--- config.mk ---
export PLATFORM = sky130hd
export DESIGN_NAME = sio_ctl_port
export DESIGN_NICKNAME = d
export VERILOG_FILES = /design/src/rtl/sio_pkg.sv /design/src/rtl/sio_ptr_ctl.sv /design/src/rtl/sio_wreg_bank.sv /design/src/rtl/sio_rx_status.sv /design/src/rtl/sio_ctl_port.sv
export SDC_FILE = /design/constraint.sdc
export NUM_CORES = 1
export LEC_CHECK = 0
export ABC_AREA = 1
export BUFFER_PORTS_ARGS = -buffer_cell sky130_fd_sc_hd__buf_2
export CORE_MARGIN = 4
export CORE_UTILIZATION = 51
export CTS_CLUSTER_SIZE = 28
export DETAILED_ROUTE_END_ITERATION = 7
export GPL_TIMING_DRIVEN = 0
export PLACE_DENSITY = 0.86
export REMOVE_ABC_BUFFERS = 1
export SETUP_SLACK_MARGIN = 0.02
export SYNTH_ARGS = -nofsm -noshare
export SYNTH_HDL_FRONTEND = slang
export SYNTH_SLANG_ARGS = --single-unit
--- constraint.sdc ---
create_clock -name clk -period 2.4 [get_ports clk]
set_input_delay 0.36 -clock clk [delete_from_list [all_inputs] [get_ports clk]]
set_output_delay 0.36 -clock clk [all_outputs]
set_load 0.02 [all_outputs]
--- src/rtl/sio_pkg.sv ---
package sio_pkg;

    localparam int BYTE_W   = 8;
    localparam int PTR_W    = 3;
    localparam int NUM_REGS = 1 << PTR_W;
    localparam int CMD_LSB  = PTR_W;
    localparam int CMD_W    = 3;
    localparam int CMD_MSB  = CMD_LSB + CMD_W - 1;

    typedef enum logic [CMD_W-1:0] {
        CMD_NOP      = 3'b000,
        CMD_CHAN_RST = 3'b011,
        CMD_ERR_RST  = 3'b110
    } cmd_e;

    // register 1: interrupt enables
    typedef struct packed {
        logic [2:0] rsvd_hi;
        logic [1:0] rx_mode;
        logic       rsvd_lo;
        logic       tx_ie;
        logic       ext_ie;
    } ie_reg_t;

    // register 3: receiver setup
    typedef struct packed {
        logic [1:0] rx_bits;
        logic       auto_en;
        logic [3:0] rsvd;
        logic       rx_en;
    } rxc_reg_t;

    // register 4: clocking and framing
    typedef struct packed {
        logic [1:0] clk_mode;
        logic [1:0] rsvd;
        logic [1:0] stop_sel;
        logic       par_even;
        logic       par_en;
    } fmt_reg_t;

    // register 5: transmitter and modem control
    typedef struct packed {
        logic       dtr;
        logic [1:0] tx_bits;
        logic       brk;
        logic       tx_en;
        logic       rsvd_hi;
        logic       rts;
        logic       rsvd_lo;
    } txc_reg_t;

    typedef struct packed {
        logic frm;
        logic ovr;
        logic par;
    } rx_err_t;

    typedef struct packed {
        logic brk;
        logic cts;
        logic ri;
        logic dcd;
        logic txe;
    } line_t;

    function automatic cmd_e decode_cmd(input logic [CMD_W-1:0] code);
        case (code)
            3'b011:  return CMD_CHAN_RST;
            3'b110:  return CMD_ERR_RST;
            default: return CMD_NOP;
        endcase
    endfunction

    function automatic logic [BYTE_W-1:0] build_status(input line_t ln,
                                                       input logic intp,
                                                       input logic avail);
        return {ln.brk, 1'b0, ln.cts, ln.ri, ln.dcd, ln.txe, intp, avail};
    endfunction

    function automatic logic [BYTE_W-1:0] build_err(input rx_err_t e);
        return {1'b0, e.frm, e.ovr, e.par, 4'b0000};
    endfunction

endpackage

--- src/rtl/sio_ptr_ctl.sv ---
module sio_ptr_ctl
    import sio_pkg::*;
(
    input  logic                clk,
    input  logic                rst,
    input  logic                ctl_wr,
    input  logic                ctl_rd,
    input  logic [BYTE_W-1:0]   wdata,
    output logic [PTR_W-1:0]    ptr_q,
    output logic [NUM_REGS-1:0] reg_wr,
    output logic                chan_rst,
    output logic                err_rst
);

    cmd_e cmd;
    logic at_zero;
    logic unused_hi;

    assign cmd       = decode_cmd(wdata[CMD_MSB:CMD_LSB]);
    assign at_zero   = (ptr_q == '0);
    assign chan_rst  = ctl_wr && at_zero && (cmd == CMD_CHAN_RST);
    assign err_rst   = ctl_wr && at_zero && (cmd == CMD_ERR_RST);
    assign unused_hi = ^wdata[BYTE_W-1:CMD_MSB+1];

    for (genvar g = 0; g < NUM_REGS; g++) begin : g_sel
        assign reg_wr[g] = ctl_wr && (ptr_q == PTR_W'(g));
    end

    always_ff @(posedge clk) begin
        if (rst || chan_rst) begin
            ptr_q <= '0;
        end else if (ctl_wr) begin
            ptr_q <= at_zero ? wdata[PTR_W-1:0] : '0;
        end else if (ctl_rd && !at_zero) begin
            ptr_q <= '0;
        end
    end

endmodule

--- src/rtl/sio_wreg_bank.sv ---
module sio_wreg_bank
    import sio_pkg::*;
#(
    parameter logic [NUM_REGS-1:0] IMPL_MASK = 8'b0011_1010
) (
    input  logic                             clk,
    input  logic                             rst,
    input  logic                             chan_rst,
    input  logic [NUM_REGS-1:0]              reg_wr,
    input  logic [BYTE_W-1:0]                wdata,
    output logic [NUM_REGS-1:0][BYTE_W-1:0]  regs
);

    for (genvar g = 0; g < NUM_REGS; g++) begin : g_reg
        if (IMPL_MASK[g]) begin : g_impl
            always_ff @(posedge clk) begin
                if (rst || chan_rst) begin
                    regs[g] <= '0;
                end else if (reg_wr[g]) begin
                    regs[g] <= wdata;
                end
            end
        end else begin : g_none
            logic unused_wr;
            assign unused_wr = reg_wr[g];
            assign regs[g]   = '0;
        end
    end

endmodule

--- src/rtl/sio_rx_status.sv ---
module sio_rx_status
    import sio_pkg::*;
(
    input  logic              clk,
    input  logic              rst,
    input  logic              chan_rst,
    input  logic              err_rst,
    input  logic              rx_en,
    input  logic              rx_strobe,
    input  logic [BYTE_W-1:0] rx_char,
    input  logic              rx_frm_err,
    input  logic              rx_par_err,
    input  logic              data_rd,
    output logic              rx_avail,
    output logic [BYTE_W-1:0] rx_hold,
    output rx_err_t           err_q
);

    logic    take;
    rx_err_t fresh;

    assign take      = rx_strobe && rx_en;
    assign fresh.frm = rx_frm_err;
    assign fresh.par = rx_par_err;
    assign fresh.ovr = rx_avail && !data_rd;

    always_ff @(posedge clk) begin
        if (rst || chan_rst) begin
            rx_avail <= 1'b0;
            rx_hold  <= '0;
            err_q    <= '0;
        end else begin
            if (take) begin
                rx_avail <= 1'b1;
                rx_hold  <= rx_char;
            end else if (data_rd) begin
                rx_avail <= 1'b0;
            end
            err_q <= (err_rst ? rx_err_t'('0) : err_q) | (take ? fresh : rx_err_t'('0));
        end
    end

endmodule

--- src/rtl/sio_ctl_port.sv ---
module sio_ctl_port
    import sio_pkg::*;
#(
    parameter bit                  IS_CHAN_A = 1'b1,
    parameter logic [NUM_REGS-1:0] IMPL_MASK = 8'b0011_1010
) (
    input  logic              clk,
    input  logic              rst,
    input  logic              bus_wr,
    input  logic              bus_rd,
    input  logic              bus_ctl,
    input  logic [BYTE_W-1:0] bus_wdata,
    output logic [BYTE_W-1:0] bus_rdata,
    input  logic              rx_strobe,
    input  logic [BYTE_W-1:0] rx_char,
    input  logic              rx_frm_err,
    input  logic              rx_par_err,
    input  logic              rx_break,
    input  logic              tx_empty,
    input  logic              cts,
    input  logic              ri,
    input  logic              dcd,
    output logic              rx_enable,
    output logic [1:0]        rx_bits,
    output logic              auto_enable,
    output logic [1:0]        clk_mode,
    output logic [1:0]        stop_sel,
    output logic              parity_en,
    output logic              parity_even,
    output logic              tx_enable,
    output logic [1:0]        tx_bits,
    output logic              send_break,
    output logic              dtr,
    output logic              rts,
    output logic              ext_ie,
    output logic              tx_ie,
    output logic [1:0]        rx_int_mode,
    output logic              tx_load,
    output logic [BYTE_W-1:0] tx_data,
    output int_pend
);

    logic                            ctl_wr, ctl_rd, data_rd, data_wr;
    logic [PTR_W-1:0]                ptr_q;
    logic [NUM_REGS-1:0]             reg_wr;
    logic                            chan_rst, err_rst;
    logic [NUM_REGS-1:0][BYTE_W-1:0] regs;
    logic                            rx_avail;
    logic [BYTE_W-1:0]               rx_hold;
    rx_err_t                         err_q;
    logic [2:0]                      err_vec;
    ie_reg_t                         r_ie;
    rxc_reg_t                        r_rx;
    fmt_reg_t                        r_fmt;
    txc_reg_t                        r_tx;
    line_t                           lines;
    logic                            intp_raw, intp;
    logic                            unused_bits;

    assign ctl_wr  = bus_wr && bus_ctl;
    assign ctl_rd  = bus_rd && bus_ctl && !bus_wr;
    assign data_wr = bus_wr && !bus_ctl;
    assign data_rd = bus_rd && !bus_ctl && !bus_wr;

    sio_ptr_ctl u_ptr (
        .clk      (clk),
        .rst      (rst),
        .ctl_wr   (ctl_wr),
        .ctl_rd   (ctl_rd),
        .wdata    (bus_wdata),
        .ptr_q    (ptr_q),
        .reg_wr   (reg_wr),
        .chan_rst (chan_rst),
        .err_rst  (err_rst)
    );

    sio_wreg_bank #(.IMPL_MASK(IMPL_MASK)) u_bank (
        .clk      (clk),
        .rst      (rst),
        .chan_rst (chan_rst),
        .reg_wr   (reg_wr),
        .wdata    (bus_wdata),
        .regs     (regs)
    );

    assign r_ie  = ie_reg_t'(regs[1]);
    assign r_rx  = rxc_reg_t'(regs[3]);
    assign r_fmt = fmt_reg_t'(regs[4]);
    assign r_tx  = txc_reg_t'(regs[5]);

    sio_rx_status u_rx (
        .clk        (clk),
        .rst        (rst),
        .chan_rst   (chan_rst),
        .err_rst    (err_rst),
        .rx_en      (r_rx.rx_en),
        .rx_strobe  (rx_strobe),
        .rx_char    (rx_char),
        .rx_frm_err (rx_frm_err),
        .rx_par_err (rx_par_err),
        .data_rd    (data_rd),
        .rx_avail   (rx_avail),
        .rx_hold    (rx_hold),
        .err_q      (err_q)
    );

    assign err_vec = err_q;

    // configuration outputs
    assign rx_enable   = r_rx.rx_en;
    assign rx_bits     = r_rx.rx_bits;
    assign auto_enable = r_rx.auto_en;
    assign clk_mode    = r_fmt.clk_mode;
    assign stop_sel    = r_fmt.stop_sel;
    assign parity_en   = r_fmt.par_en;
    assign parity_even = r_fmt.par_even;
    assign tx_enable   = r_tx.tx_en;
    assign tx_bits     = r_tx.tx_bits;
    assign send_break  = r_tx.brk;
    assign dtr         = r_tx.dtr;
    assign rts         = r_tx.rts;
    assign ext_ie      = r_ie.ext_ie;
    assign tx_ie       = r_ie.tx_ie;
    assign rx_int_mode = r_ie.rx_mode;

    // transmit hand-off
    assign tx_load = data_wr && r_tx.tx_en;
    assign tx_data = bus_wdata;

    // interrupt term
    assign lines    = '{brk: rx_break, cts: cts, ri: ri, dcd: dcd, txe: tx_empty};
    assign intp_raw = ((r_ie.rx_mode != 2'b00) && rx_avail)
                    || (r_ie.tx_ie && tx_empty)
                    || (r_ie.ext_ie && rx_break);

    if (IS_CHAN_A) begin : g_int_a
        assign intp = intp_raw;
    end else begin : g_int_b
        logic unused_intp;
        assign unused_intp = intp_raw;
        assign intp        = 1'b0;
    end
    assign int_pend = intp;

    // read path
    always_comb begin
        if (!bus_ctl) begin
            bus_rdata = rx_hold;
        end else begin
            case (ptr_q)
                PTR_W'(0): bus_rdata = build_status(lines, intp, rx_avail);
                PTR_W'(1): bus_rdata = build_err(err_q);
                default:   bus_rdata = '0;
            endcase
        end
    end

    assign unused_bits = ^{r_ie.rsvd_hi, r_ie.rsvd_lo, r_rx.rsvd, r_fmt.rsvd,
                           r_tx.rsvd_hi, r_tx.rsvd_lo, regs[0], regs[2],
                           regs[6], regs[7], reg_wr[0], err_vec};

endmodule

==> out/qor.csv, run 1 <==
stage;metric;value;unit
outcome;status;complete, no violations;
yosys;post-synthesis cell type count;21;
layout;P&R area growth vs syn;20.8;%
layout;Antenna Cells;0;
route;Post-DRT Antenna Nets;0;
route;Pre-antenna DRT Iters;4;
cts;CTS tree;yes;
power_and_ir_drop;leakage;0.854;nW
cts;Clock Latency Late Sink;350;ps
floorplanning;Die Ht;64.9;um
floorplanning;# IOs;67;
setup_path;CP Class;flip-flop to output port;
yosys;#FFs+latches synth;35;
yosys;area leader, netlist;dfxtp_1;
layout;non-filler cells, final;317;
power_and_ir_drop;internal power;0.847;mW
setup_path;Max FO, Critical Path;12;
route;vias per cell;5.07;
yosys;post-synth top area share;42.5;%
cts;clk sink count;35;
grt;first-pass GRT wire length;6590;um
timing;WHS;257;ps
setup_path;Worst R2R Path Depth;6;
yosys;sequential share of the synthesized area;42.5;%
setup_path;type of origin of the critical path;flip-flop;
floorplanning;Die Wd;64.9;um
route;initial DRC count;98;
yosys;Netlist Area Pre-Place;0.00165;mm^2
route;final wirelength;3900;um
yosys;top cells by area, synth;dfxtp_1 (42%), nand2_1 (16%), nand3_1 (8.2%);
timing;Tcrit/Tclk final;86.9;%
grt;antenna violations before repair;0;
route;Via Count;1606;
cts;H-tree depth;2;
timing;final hold viol count;0;
yosys;Ys Warns;0;
power_and_ir_drop;maximum vdd drop;0.339;mV
timing;setup TNS;0;ps
timing;Slew headroom;65.8;%
power_and_ir_drop;Pwr Density;578;mW/mm^2
route;routed wire length per instance;12.3;um
min_path;hold path depth;3;
power_and_ir_drop;Comb pwr share;11.6;%
cts;clock tree root driver cell;clkbuf_4;
grt;busiest layer in global routing;met2;
min_path;hold crit path type;input pin to flip-flop;
run;Max Cap Viol;0;
timing;Tmin final;2090;ps
route;drc violations;0;
placement;number of I/O port buffers;66;
power_and_ir_drop;Clock power frac;37.1;%
placement;gpl congestion;0.774;
floorplanning;Initial Utilization;53.6;%
setup_path;R2R setup slack;780;ps
yosys;Cells after Synth;216;
layout;nets;301;
setup_path;worst endpoint data arrival time;1730;ps
timing;# setup viols final;0;
cts;clock-pin slew on the worst setup and hold paths;110;ps
grt;grt total ovfl;0;
grt;met2 usage;32.3;%
grt;largest net degree at the start of global routing;36;
placement;Placed Cells incl. Taps;309;
timing;achievable clock frequency;479;MHz
power_and_ir_drop;Sw Share;26.4;%
floorplanning;core box area;0.00308;mm^2
grt;grt met1 use;24.9;%
timing;RSZ-0062 raised after global routing;no;
grt;GR Util met3;6.76;%
cts;Clock Path Buffers;2;
timing;clock skew;10.6;ps
cts;Post-CTS Setup Repair Bufs;0;
power_and_ir_drop;switching power;0.304;mW
setup_path;Required @ worst endpoint;2040;ps
layout;design area;0.00199;mm^2
yosys;Avg Cell Area, Syn;7.64;um^2
layout;Final Util;64.8;%
power_and_ir_drop;Seq pwr share;51.3;%
timing;Pins Over Slew Limit;0;
layout;layout cell share with drive strength beyond 1;36.3;%
grt;vias in the first global route;1501;
placement;Placed Area;0.00191;mm^2
cts;CTS buffer count;5;
floorplanning;Core Rows;20;
timing;Slew @ Worst Pin;512;ps
grt;Tot GR Track Use;19.6;%
floorplanning;die area;0.00421;mm^2
placement;hpwl dp;2890;um
setup_path;CP Capture Type;output port;
## power by group through the flow
stage | logic (mW) | registers (mW) | clock network, mW
2_1_floorplan | 0.0626 | 0.604 | 0
3_3_place_gp | 0.131 | 0.603 | 0
3_5_place_dp | 0.133 | 0.603 | 0
4_1_cts | 0.133 | 0.590 | 0.437
5_1_grt | 0.147 | 0.592 | 0.469
6_report | 0.133 | 0.591 | 0.427
## synth_stat cells
library cell and n:
buf_2 4, nand4_1 4, inv_1 6, dfxtp_1 35, nor2_4 2, clkinv_1 1, nand2_1 69, buf_6 4
o21ai_0 2, nand3_1 27, nand2_2 3, buf_4 8, a22o_1 4, nor2_2 3, nor3_1 1, inv_2 1
nand2_4 1, clkbuf_1 1, a21oi_2 15, nor2_1 5, a21oi_1 20
## cell usage in the layout, fill, tap and decap left out, drive strengths merged
| master | netlist | layout |
|---|---|---|
| clkbuf | 1 | 5 |
| bufinv | 0 | 1 |
| a21oi | 35 | 35 |
| nand3 | 27 | 27 |
| nor3 | 1 | 1 |
| inv | 7 | 7 |
| buf | 16 | 66 |
| nor2 | 10 | 10 |
| clkinv | 1 | 3 |
| nand2 | 73 | 73 |
| dfxtp | 35 | 35 |
| a22o | 4 | 4 |
| o21ai | 2 | 2 |
| nand4 | 4 | 4 |
## critical path, stage by stage (launching register included)
cell     delay (ps)
dfxtp_1         420
nor2_4          270
nand2_1          80
nor2_1          260
a22o_1          190
buf_2           160
## what timing repair did
item	CTS	global route
resized for setup	0	1
setup endpoints to repair	0	5
hold buffers	0	0
## registers in the layout (all words and copies together), names as in the netlist
| name | flops |
|---|---|
| u_rx.err_q | 3 |
| u_rx.rx_avail | 1 |
| u_ptr.ptr_q | 3 |
| u_rx.rx_hold | 8 |
| u_bank.regs | 20 |
## final timing paths
| kind | start | endpoint |
|---|---|---|
| min reg2reg | u_bank.regs[31] | u_bank.regs[31] |
| min | rx_par_err | u_rx.err_q[0] |
| max reg2reg | u_ptr.ptr_q[1] | u_bank.regs[11] |
| max | u_ptr.ptr_q[1] | bus_rdata[0] |
## layer usage
| metal | share of wire, % | vias to the layer above | wire, um |
|---|---|---|---|
| met1 | 46 | 712 | 1800 |
| met4 | 0.77 | 0 | 30 |
| li1 | - | 822 | - |
| met3 | 9.4 | 4 | 365 |
| met2 | 44 | 68 | 1710 |
| met5 | 0 | - | 0 |
## logic make-up after synthesis
kind of cell / after synthesis / share of synthesized area [%]
AO/OA/AOI/OAI: 41 / 16.8
buffers and inverters: 25 / 9.63
AND/OR/NAND/NOR: 115 / 31.2
flip-flops: 35 / 42.5
## metrics by stage
stage               setup slack, ps  power [mW]
floorplan                       783       0.667
detailed placement              569       0.736
global route                    127        1.21
CTS                             170        1.16
finish                          314        1.15
global placement                557       0.734
## final cells by class
| type | instances | area [um^2] |
|---|---|---|
| Fill cell | 318 | 1080 |
| Multi-Input combinational cell | 156 | 796 |
| Sequential cell | 35 | 701 |
| Timing Repair Buffer | 66 | 330 |
| Tap cell | 44 | 55.1 |
| Clock inverter | 3 | 43.8 |
| Clock buffer | 5 | 37.5 |
| Inverter | 8 | 30.0 |
No activity file was read; power rests on OpenSTA's default activity.
==> inputs of run 2 (changes only) <==
--- a/config.mk
+++ b/config.mk
@@ -8,11 +8,12 @@
 export ABC_AREA = 1
 export BUFFER_PORTS_ARGS = -buffer_cell sky130_fd_sc_hd__buf_2
 export CORE_MARGIN = 4
-export CORE_UTILIZATION = 51
+export CORE_UTILIZATION = 53
+export CTS_BUF_LIST = sky130_fd_sc_hd__clkbuf_2 sky130_fd_sc_hd__clkbuf_4 sky130_fd_sc_hd__clkbuf_8
 export CTS_CLUSTER_SIZE = 28
 export DETAILED_ROUTE_END_ITERATION = 7
 export GPL_TIMING_DRIVEN = 0
-export PLACE_DENSITY = 0.86
+export PLACE_DENSITY = 0.89
 export REMOVE_ABC_BUFFERS = 1
 export SETUP_SLACK_MARGIN = 0.02
 export SYNTH_ARGS = -nofsm -noshare
==> out/qor.csv, run 2 (same netlist as run 1, synthesis figures left out) <==
stage;metric;value;unit
layout;layout cell share with drive strength beyond 1;36.3;%
timing;final worst slack;271;ps
layout;most frequent cells in the layout;nand2_1 (69), buf_2 (66), dfxtp_1 (35);
timing;Slew @ Worst Pin;508;ps
layout;Top reg by flops;u_bank.regs;
timing;Tmin final;2130;ps
power_and_ir_drop;leakage;0.850;nW
route;vias per cell;5.23;
cts;Post-CTS Setup Repair Bufs;0;
layout;Antenna Cells;0;
run;Max Cap Viol;0;
setup_path;worst endpoint data arrival time;1770;ps
grt;grt total ovfl;0;
cts;clk sink count;35;
floorplanning;# IOs;67;
setup_path;CP Capture Type;output port;
route;routed wire length per instance;12.3;um
grt;first-pass GRT wire length;6290;um
route;drc violations;0;
route;Via Count;1648;
timing;clock skew;4.07;ps
min_path;hold crit path type;input pin to flip-flop;
setup_path;Worst R2R Path Depth;6;
setup_path;Required @ worst endpoint;2040;ps
placement;hpwl dp;2850;um
floorplanning;Die Ht;63.8;um
placement;number of I/O port buffers;66;
cts;clock-pin slew on the worst setup and hold paths;100;ps
layout;largest registers;u_bank.regs x20, u_rx.rx_hold x8;
timing;Tcrit/Tclk final;88.7;%
cts;CTS buffer count;5;
route;initial DRC count;72;
cts;CTS resizes;0;
route;final wirelength;3890;um
route;Pre-antenna DRT Iters;4;
floorplanning;core box area;0.00288;mm^2
cts;Clock Latency Late Sink;330;ps
setup_path;type of origin of the critical path;flip-flop;
layout;max reg flops;20;
timing;setup TNS;0;ps
layout;P&R area growth vs syn;20.1;%
power_and_ir_drop;Pwr Density;552;mW/mm^2
grt;antenna violations before repair;0;
floorplanning;Die Wd;63.8;um
timing;final hold viol count;0;
placement;gpl congestion;0.767;
cts;Hold Buf Count CTS;0;
cts;H-tree depth;2;
floorplanning;Core Rows;19;
layout;nets;301;
timing;RSZ-0062 raised after global routing;no;
timing;achievable clock frequency;470;MHz
floorplanning;Initial Utilization;57.4;%
timing;Pins Over Slew Limit;0;
grt;Tot GR Track Use;19.4;%
power_and_ir_drop;maximum vdd drop;0.432;mV
layout;Final Util;68.9;%
cts;Clock Path Buffers;2;
min_path;hold path depth;3;
layout;most common cell after layout, fill and taps aside;nand2_1;
grt;largest net degree at the start of global routing;36;
floorplanning;die area;0.00407;mm^2
timing;# setup viols final;0;
route;Post-DRT Antenna Nets;0;
outcome;status;complete, no violations;
setup_path;Max FO, Critical Path;12;
setup_path;CP Class;flip-flop to output port;
grt;vias in the first global route;1436;
cts;clock tree root driver cell;clkbuf_4;
timing;Slew headroom;66.1;%
cts;CTS tree;yes;
placement;Setup WS pre-CTS;537;ps
run 2: cell count changes in the layout (fill, tap and decap cells not counted), sizes merged:
cell / before / now
bufinv: 1 / 0
clkinv: 3 / 1
clkbuf: 5 / 8
run 2: per-layer routing:
layer	global-route usage, %	up-vias	part of all wire, %
met4	10.5	0	2.0
met5	0	-	0
li1	-	824	-
met1	23.0	759	41
met3	4.20	7	7.6
met2	32.4	58	49
run 2: area by class of cell:
class	count	area, um^2
fill	258	895
sequential	35	701
tap	42	52.6
multi-input combinational	156	796
timing repair buffer	66	330
clock buffer	8	72.6
inverter	8	30.0
run 2: worst paths after layout:
kind	endpoint	slack [ps]	startpoint
hold reg to reg	u_bank.regs[31]	460	u_bank.regs[31]
hold / removal	u_rx.err_q[0]	270	rx_par_err
setup reg to reg	u_bank.regs[32]	750	u_ptr.ptr_q[1]
setup / recovery	bus_rdata[7]	270	u_ptr.ptr_q[1]
run 2: metrics by stage:
stage / cells / area [um^2] / hold WS (ps) / power, mW
floorplan: 199 / 1520 / 440 / 0.667
global placement: 307 / 1900 / 447 / 0.734
detailed placement: 307 / 1900 / 450 / 0.735
CTS: 315 / 1980 / 268 / 1.10
global route: 315 / 1980 / 271 / 1.14
finish: 315 / 1980 / 275 / 1.09
run 2: critical path, stage by stage, from the launching register on:
cell     delay [ps]
dfxtp_1         430
nor2_4          280
nand2_1          80
nor2_1          310
a22o_1          180
buf_2           160
run 2: power breakdown:
group	total, mW	leakage (nW)	switching [mW]	internal (mW)
combinational	0.133	0.526	0.0898	0.0433
sequential	0.590	0.282	0.00580	0.585
clock	0.370	0.0420	0.186	0.184
